### src/rtl/tis_pkg.sv
package tis_pkg;

  localparam int MAX_FU = 2;

  // Strobes from control to datapath: one root enable per tree
  typedef struct packed {
    logic [MAX_FU-1:0] rootEn;
  } sel_strobe_t;

  // Number of nodes present at tree level lvl (level 0 = window entries)
  function automatic int lvlWidth(input int win, input int lvl);
    int w;
    w = win;
    for (int i = 0; i < lvl; i++) w = (w + 3) / 4;
    return w;
  endfunction

  // Number of cell levels until a single root remains
  function automatic int numLevels(input int win);
    int w;
    int n;
    w = win;
    n = 0;
    while (w > 1) begin
      w = (w + 3) / 4;
      n++;
    end
    return n;
  endfunction

  // Start of level lvl inside the flattened node vectors
  function automatic int lvlOffset(input int win, input int lvl);
    int s;
    s = 0;
    for (int i = 0; i < lvl; i++) s += lvlWidth(win, i);
    return s;
  endfunction

endpackage

### src/rtl/arb_cell.sv
module arb_cell #(
  parameter int FAN = 4
) (
  input  logic [FAN-1:0] req,
  input  logic           en,
  output logic           anyOut,
  output logic [FAN-1:0] gnt
);

  logic [FAN-1:0] lowest;

  // isolate the lowest set bit: lower index wins
  assign lowest = req & (~req + FAN'(1));
  assign anyOut = |req;
  assign gnt    = en ? lowest : '0;

endmodule

### src/rtl/arb_tree.sv
module arb_tree
  import tis_pkg::*;
#(
  parameter int WIN = 32
) (
  input  logic [WIN-1:0] req,
  input  logic           rootEn,
  output logic [WIN-1:0] gnt,
  output logic           anyReq
);

  localparam int LEVELS = numLevels(WIN);
  localparam int GNT_W  = lvlOffset(WIN, LEVELS);
  localparam int ANY_W  = GNT_W + 1;

  // anyNode: request-present per node, flowing toward the root
  // gntNode: enable per node, flowing back toward the leaves
  logic [ANY_W-1:0] anyNode;
  logic [GNT_W-1:0] gntNode;

  assign anyNode[WIN-1:0] = req;

  for (genvar lvl = 0; lvl < LEVELS; lvl++) begin : g_lvl
    localparam int IN_W    = lvlWidth(WIN, lvl);
    localparam int CELLS   = lvlWidth(WIN, lvl + 1);
    localparam int FAN     = (IN_W < 4) ? IN_W : 4;
    localparam int IN_OFF  = lvlOffset(WIN, lvl);
    localparam int OUT_OFF = lvlOffset(WIN, lvl + 1);

    for (genvar c = 0; c < CELLS; c++) begin : g_cell
      logic cellEn;
      if (lvl == LEVELS - 1) begin : g_root
        assign cellEn = rootEn;
      end else begin : g_inner
        assign cellEn = gntNode[OUT_OFF + c];
      end

      arb_cell #(.FAN(FAN)) u_cell (
        .req    (anyNode[IN_OFF + FAN*c +: FAN]),
        .en     (cellEn),
        .anyOut (anyNode[OUT_OFF + c]),
        .gnt    (gntNode[IN_OFF + FAN*c +: FAN])
      );
    end
  end

  assign gnt    = gntNode[WIN-1:0];
  assign anyReq = anyNode[ANY_W-1];

endmodule

### src/rtl/sel_ctrl.sv
module sel_ctrl
  import tis_pkg::*;
#(
  parameter int NUM_FU = 2
) (
  input  logic [NUM_FU-1:0] fuAvail,
  output sel_strobe_t       strobe
);

  // a tree root is enabled only while its unit can accept work
  always_comb begin
    strobe = '0;
    for (int u = 0; u < NUM_FU; u++) strobe.rootEn[u] = fuAvail[u];
  end

endmodule

### src/rtl/sel_datapath.sv
module sel_datapath
  import tis_pkg::*;
#(
  parameter int WIN     = 32,
  parameter int NUM_FU  = 2,
  parameter bit REG_OUT = 1'b1
) (
  input  logic                  clk,
  input  logic                  rstN,
  input  logic [WIN-1:0]        reqVec,
  input  sel_strobe_t           strobe,
  output logic [NUM_FU*WIN-1:0] grantVec,
  output logic [NUM_FU-1:0]     grantAny
);

  localparam int OUT_W = NUM_FU * WIN;

  logic [WIN-1:0]   treeReq [NUM_FU];
  logic [WIN-1:0]   treeGnt [NUM_FU];
  logic [NUM_FU-1:0] treeAny;
  logic [OUT_W-1:0]  gntFlat;
  logic [NUM_FU-1:0] anyFlat;

  for (genvar u = 0; u < NUM_FU; u++) begin : g_unit
    if (u == 0) begin : g_first
      assign treeReq[u] = reqVec;
    end else begin : g_chain
      // later tree never sees what an earlier tree already took
      assign treeReq[u] = treeReq[u-1] & ~treeGnt[u-1];
    end

    arb_tree #(.WIN(WIN)) u_tree (
      .req    (treeReq[u]),
      .rootEn (strobe.rootEn[u]),
      .gnt    (treeGnt[u]),
      .anyReq (treeAny[u])
    );

    assign gntFlat[u*WIN +: WIN] = treeGnt[u];
    assign anyFlat[u]            = treeAny[u] & strobe.rootEn[u];
  end

  if (REG_OUT) begin : g_reg
    always_ff @(posedge clk or negedge rstN) begin
      if (!rstN) begin
        grantVec <= '0;
        grantAny <= '0;
      end else begin
        grantVec <= gntFlat;
        grantAny <= anyFlat;
      end
    end
  end else begin : g_comb
    assign grantVec = gntFlat;
    assign grantAny = anyFlat;
  end

endmodule

### src/rtl/tree_issue_select.sv
module tree_issue_select
  import tis_pkg::*;
#(
  parameter int WIN     = 32,
  parameter int NUM_FU  = 2,
  parameter bit REG_OUT = 1'b1
) (
  input  logic                  clk,
  input  logic                  rstN,
  input  logic [WIN-1:0]        reqVec,
  input  logic [NUM_FU-1:0]     fuAvail,
  output logic [NUM_FU*WIN-1:0] grantVec,
  output logic [NUM_FU-1:0]     grantAny
);

  sel_strobe_t strobe;

  sel_ctrl #(.NUM_FU(NUM_FU)) u_ctrl (
    .fuAvail (fuAvail),
    .strobe  (strobe)
  );

  sel_datapath #(.WIN(WIN), .NUM_FU(NUM_FU), .REG_OUT(REG_OUT)) u_dp (
    .clk      (clk),
    .rstN     (rstN),
    .reqVec   (reqVec),
    .strobe   (strobe),
    .grantVec (grantVec),
    .grantAny (grantAny)
  );

endmodule

### config.mk
export PLATFORM = sky130hd
export DESIGN_NAME = tree_issue_select
export DESIGN_NICKNAME = d
export VERILOG_FILES = /design/src/rtl/tis_pkg.sv /design/src/rtl/arb_cell.sv /design/src/rtl/arb_tree.sv /design/src/rtl/sel_ctrl.sv /design/src/rtl/sel_datapath.sv /design/src/rtl/tree_issue_select.sv
export SDC_FILE = /design/constraint.sdc
export NUM_CORES = 1
export LEC_CHECK = 0
export ABC_CLOCK_PERIOD_IN_PS = 800
export BUFFER_PORTS_ARGS = -buffer_cell sky130_fd_sc_hd__buf_2
export CAP_MARGIN = 10
export CELL_PAD_IN_SITES_DETAIL_PLACEMENT = 0
export CELL_PAD_IN_SITES_GLOBAL_PLACEMENT = 1
export CORE_MARGIN = 1
export CORE_UTILIZATION = 25
export CTS_CLUSTER_SIZE = 30
export DETAILED_ROUTE_END_ITERATION = 6
export MAX_ROUTING_LAYER = met4
export PLACE_DENSITY_LB_ADDON = 0.1
export SLEW_MARGIN = 20
export SYNTH_ARGS = -nofsm -noshare
export SYNTH_HDL_FRONTEND = slang
export SYNTH_SLANG_ARGS = --single-unit
### constraint.sdc
create_clock -name clk -period 0.8 [get_ports clk]
set_input_delay 0.12 -clock clk [delete_from_list [all_inputs] [get_ports clk]]
set_output_delay 0.12 -clock clk [all_outputs]
set_load 0.05 [all_outputs]
==> flow_summary_export.csv <==
group,metric,value,unit
status,status,"finished with violations",
status,violations,"setup timing",
clock_network,clkSinkCount,66,
timing,finalSetupTns,-58.90,ns
clock_network,cts_tree,"built",
finish,drive_above_1_share,62.93,%
detailed_routing,met3_length,330,um
detailed_routing,drc_errors,0,
logic_synthesis,syn_nets,349,
logic_synthesis,synthCells,313,
place,hpwl,7375,um
global_route,first_global_vias,3043,
detailed_routing,wire_per_inst,14.53,um
finish,n_antenna_cell,0,
clock_network,ctsLongestPathBuffers,2,
floorplanning,die-area,0.01336,sq mm
clock_network,root_buffer,"clkbuf_16",
setup_path,cp-start-kind,"input pin",
power,p_leak,3.122,nW
power,finalPower,0.008616,W
floorplanning,fp-row-count,41,
setup_path,critPathCaptureType,"register",
detailed_routing,highest_layer,"met4",
logic_synthesis,ys.flop_type,"dfrtp_1",
power,peakVddDrop,825.4,uV
place,routabilityCongestion,0.7677,
logic_synthesis,synth_area_leaders,"dfrtp_1, and3_1, nor2_1",
detailed_routing,vias,3174,
timing,max_slew_margin,74.99,%
setup_path,arrival,2.25,ns
logic_synthesis,avgSynthCellArea,10.31,sq um
timing,fin_crit,2.038,ns
logic_synthesis,synth_edf_count,0,
logic_synthesis,synth_warnings,0,
timing,timing.final.ws_setup,-1.238,ns
logic_synthesis,netlist.area_leader.share,51.20,%
finish,num-nets-final,558,
logic_synthesis,ys_seq_elements,66,
detailed_routing,totalWireLength,10140,um
timing,slew_violations,0,
timing,setup_viol_count_final,125,
clock_network,cts-htree-levels,3,
global_route,antenna_found_initial,0,
logic_synthesis,async_flop_share,100.0,%
detailed_routing,drt-pass1-iter-count,4,
detailed_routing,wl_met2,4847,um
power,power.density,1374,mW/mm^2
global_route,grtUsageTotal,16.30,%
timing,fmax,0.4906,GHz
clock_network,numCtsBuffers,9,
setup_path,crit_start,"reqVec[2]",
logic_synthesis,synth_most_common_cell,"dfrtp_1",
clock_network,clkTransAtPathRegs,0.05,ns
setup_path,crit_required,1.01,ns
job,maxCapViolations,0,
finish,final_cells,698,
floorplanning,die_h,115.6,um
floorplanning,core,0.01262,sq mm
place,port_buffers,101,
floorplanning,die_x,115.6,um
detailed_routing,met1_length,4816,um
setup_path,crit_fanout,8,
global_route,grt_max_degree,37,
finish,syn2layout_area_growth,94.41,%
timing,period_share,254.8,%
detailed_routing,viasPerCell,4.547,
timing,hold_viol_final,0,
setup_path,critPathKind,"input pin to register",
detailed_routing,drt_iter0_markers,75,
logic_synthesis,synth_commonest_cells,"dfrtp_1, nor2_1, and3_1",
worst_hold_path,min-delay-start,"reqVec[5]",
detailed_routing,final_antenna_net_count,0,
place,dp_cells,660,
logic_synthesis,synth_cell_types,63,
global_route,overflow,0,
timing,worst_hold_slack,0.1239,ns
global_route,grt_pass1_wl,15850,um
floorplanning,start_util,25.56,%
floorplanning,io_pins,102,
worst_hold_path,hp-class,"input pin to register",
logic_synthesis,syn_area,0.003226,sq mm
logic_synthesis,yosysTopAreaCell,"dfrtp_1",
logic_synthesis,yosysSeqAreaShare,51.20,%
timing,grt_setup_unrepaired,"true",
timing,worstMarginPinSlew,0.3752,ns
per-stage QoR:
stage / worst slack, ns / area, sq um / util, %
after floorplan: -1.507 / 3395 / -
after global placement: -1.666 / 4701 / 37.25
after detailed placement: -1.718 / 4701 / 37.25
after CTS: -1.188 / 5929 / 46.99
after global routing: -1.316 / 6271 / 49.69
final: -1.238 / 6271 / 49.69
where the power goes:
group | switching [W] | total [W] | internal, W | leakage (nW)
clock | 0.00139 | 0.00403 | 0.00264 | 0.152
combinational | 0.000656 | 0.00121 | 0.000552 | 2.06
sequential | 0.0000129 | 0.00338 | 0.00337 | 0.914
repair_timing:
| item | in CTS | in global routing |
|---|---|---|
| gates resized for setup | 229 | 66 |
| cloned | 0 | 0 |
| hold buffers | 1 | 0 |
| setup buffers | 14 | 21 |
| hold endpoints to repair | 66 | 0 |
| setup endpoints to repair | 124 | 125 |
| pin swaps | 38 | 30 |
worst paths after layout:
path / endpoint / slack, ns / cells past startpoint
setup / recovery: u_dp.grantAny[1] / -1.24 / 8
hold / removal: u_dp.grantVec[7] / 0.12 / 3
max in group asynchronous: u_dp.grantVec[58] / 0.29 / 3
min in group asynchronous: u_dp.grantVec[38] / 0.32 / 3
critical path, stage by stage:
cell and delay (ns):
buf_6 0.09, or4b_4 0.63, nor3_4 0.29, nand3_2 0.14, a2111oi_4 0.36, nor3_4 0.08
a21o_1 0.17, o41a_1 0.36
logic make-up (layout without fill, tap and decap cells):
logic type | after synthesis | count (layout) | share of synthesized area (%)
buffers and inverters | 31 | 244 | 4.073
xor gates and xnor gates | 7 | 7 | 1.901
muxes | 2 | 2 | 0.6594
adders and majority gates | 3 | 3 | 0.9310
DFF | 66 | 66 | 51.20
AOI/OAI and AO/OA | 48 | 48 | 11.87
and+or+nand+nor | 156 | 156 | 29.36
registers in the layout, summed over array words and instances (netlist names):
register and count:
u_dp.grantVec 64, u_dp.grantAny 2
cells in the final DEF, fill, tap and decap left out, types with 3 or more instances in the layout:
cell type | Yosys | layout
nor3_2 | 0 | 3
clkbuf_16 | 0 | 9
and3_1 | 22 | 17
a21oi_1 | 8 | 5
nand2_2 | 0 | 4
nor3_4 | 1 | 7
and3_4 | 0 | 5
o211a_1 | 8 | 8
nor2_2 | 1 | 4
nor4_1 | 6 | 4
buf_4 | 1 | 73
nor3_1 | 18 | 9
inv_1 | 11 | 7
dfrtp_1 | 66 | 66
nor3b_2 | 0 | 5
inv_2 | 0 | 3
nand2_1 | 13 | 5
or4_4 | 1 | 7
a211oi_2 | 1 | 3
nand3_2 | 1 | 3
nand2_4 | 0 | 4
nor2_4 | 1 | 6
o21ai_0 | 6 | 3
clkbuf_8 | 0 | 3
and2_4 | 0 | 10
buf_2 | 3 | 25
buf_6 | 1 | 116
nor2_1 | 36 | 28
nor4_4 | 1 | 3
xor2_1 | 4 | 4
routing by layer:
| layer | vias up | track usage [%] |
|---|---|---|
| met5 | - | - |
| li1 | 1557 | - |
| met2 | 72 | 25.03 |
| met3 | 14 | 3.609 |
| met4 | 0 | 5.714 |
| met1 | 1531 | 21.06 |
area by class of cell:
cell class / instances / area [sq um]
repair buffers: 218 / 2044
multi-input cells: 216 / 2011
well taps: 172 / 215.2
clock inverters: 2 / 35.03
clock buffers: 13 / 270.3
inverters: 11 / 43.79
fillers: 1204 / 6349
flip-flops and latches: 66 / 1652
Note: power is estimated with default switching activity, not from simulation.
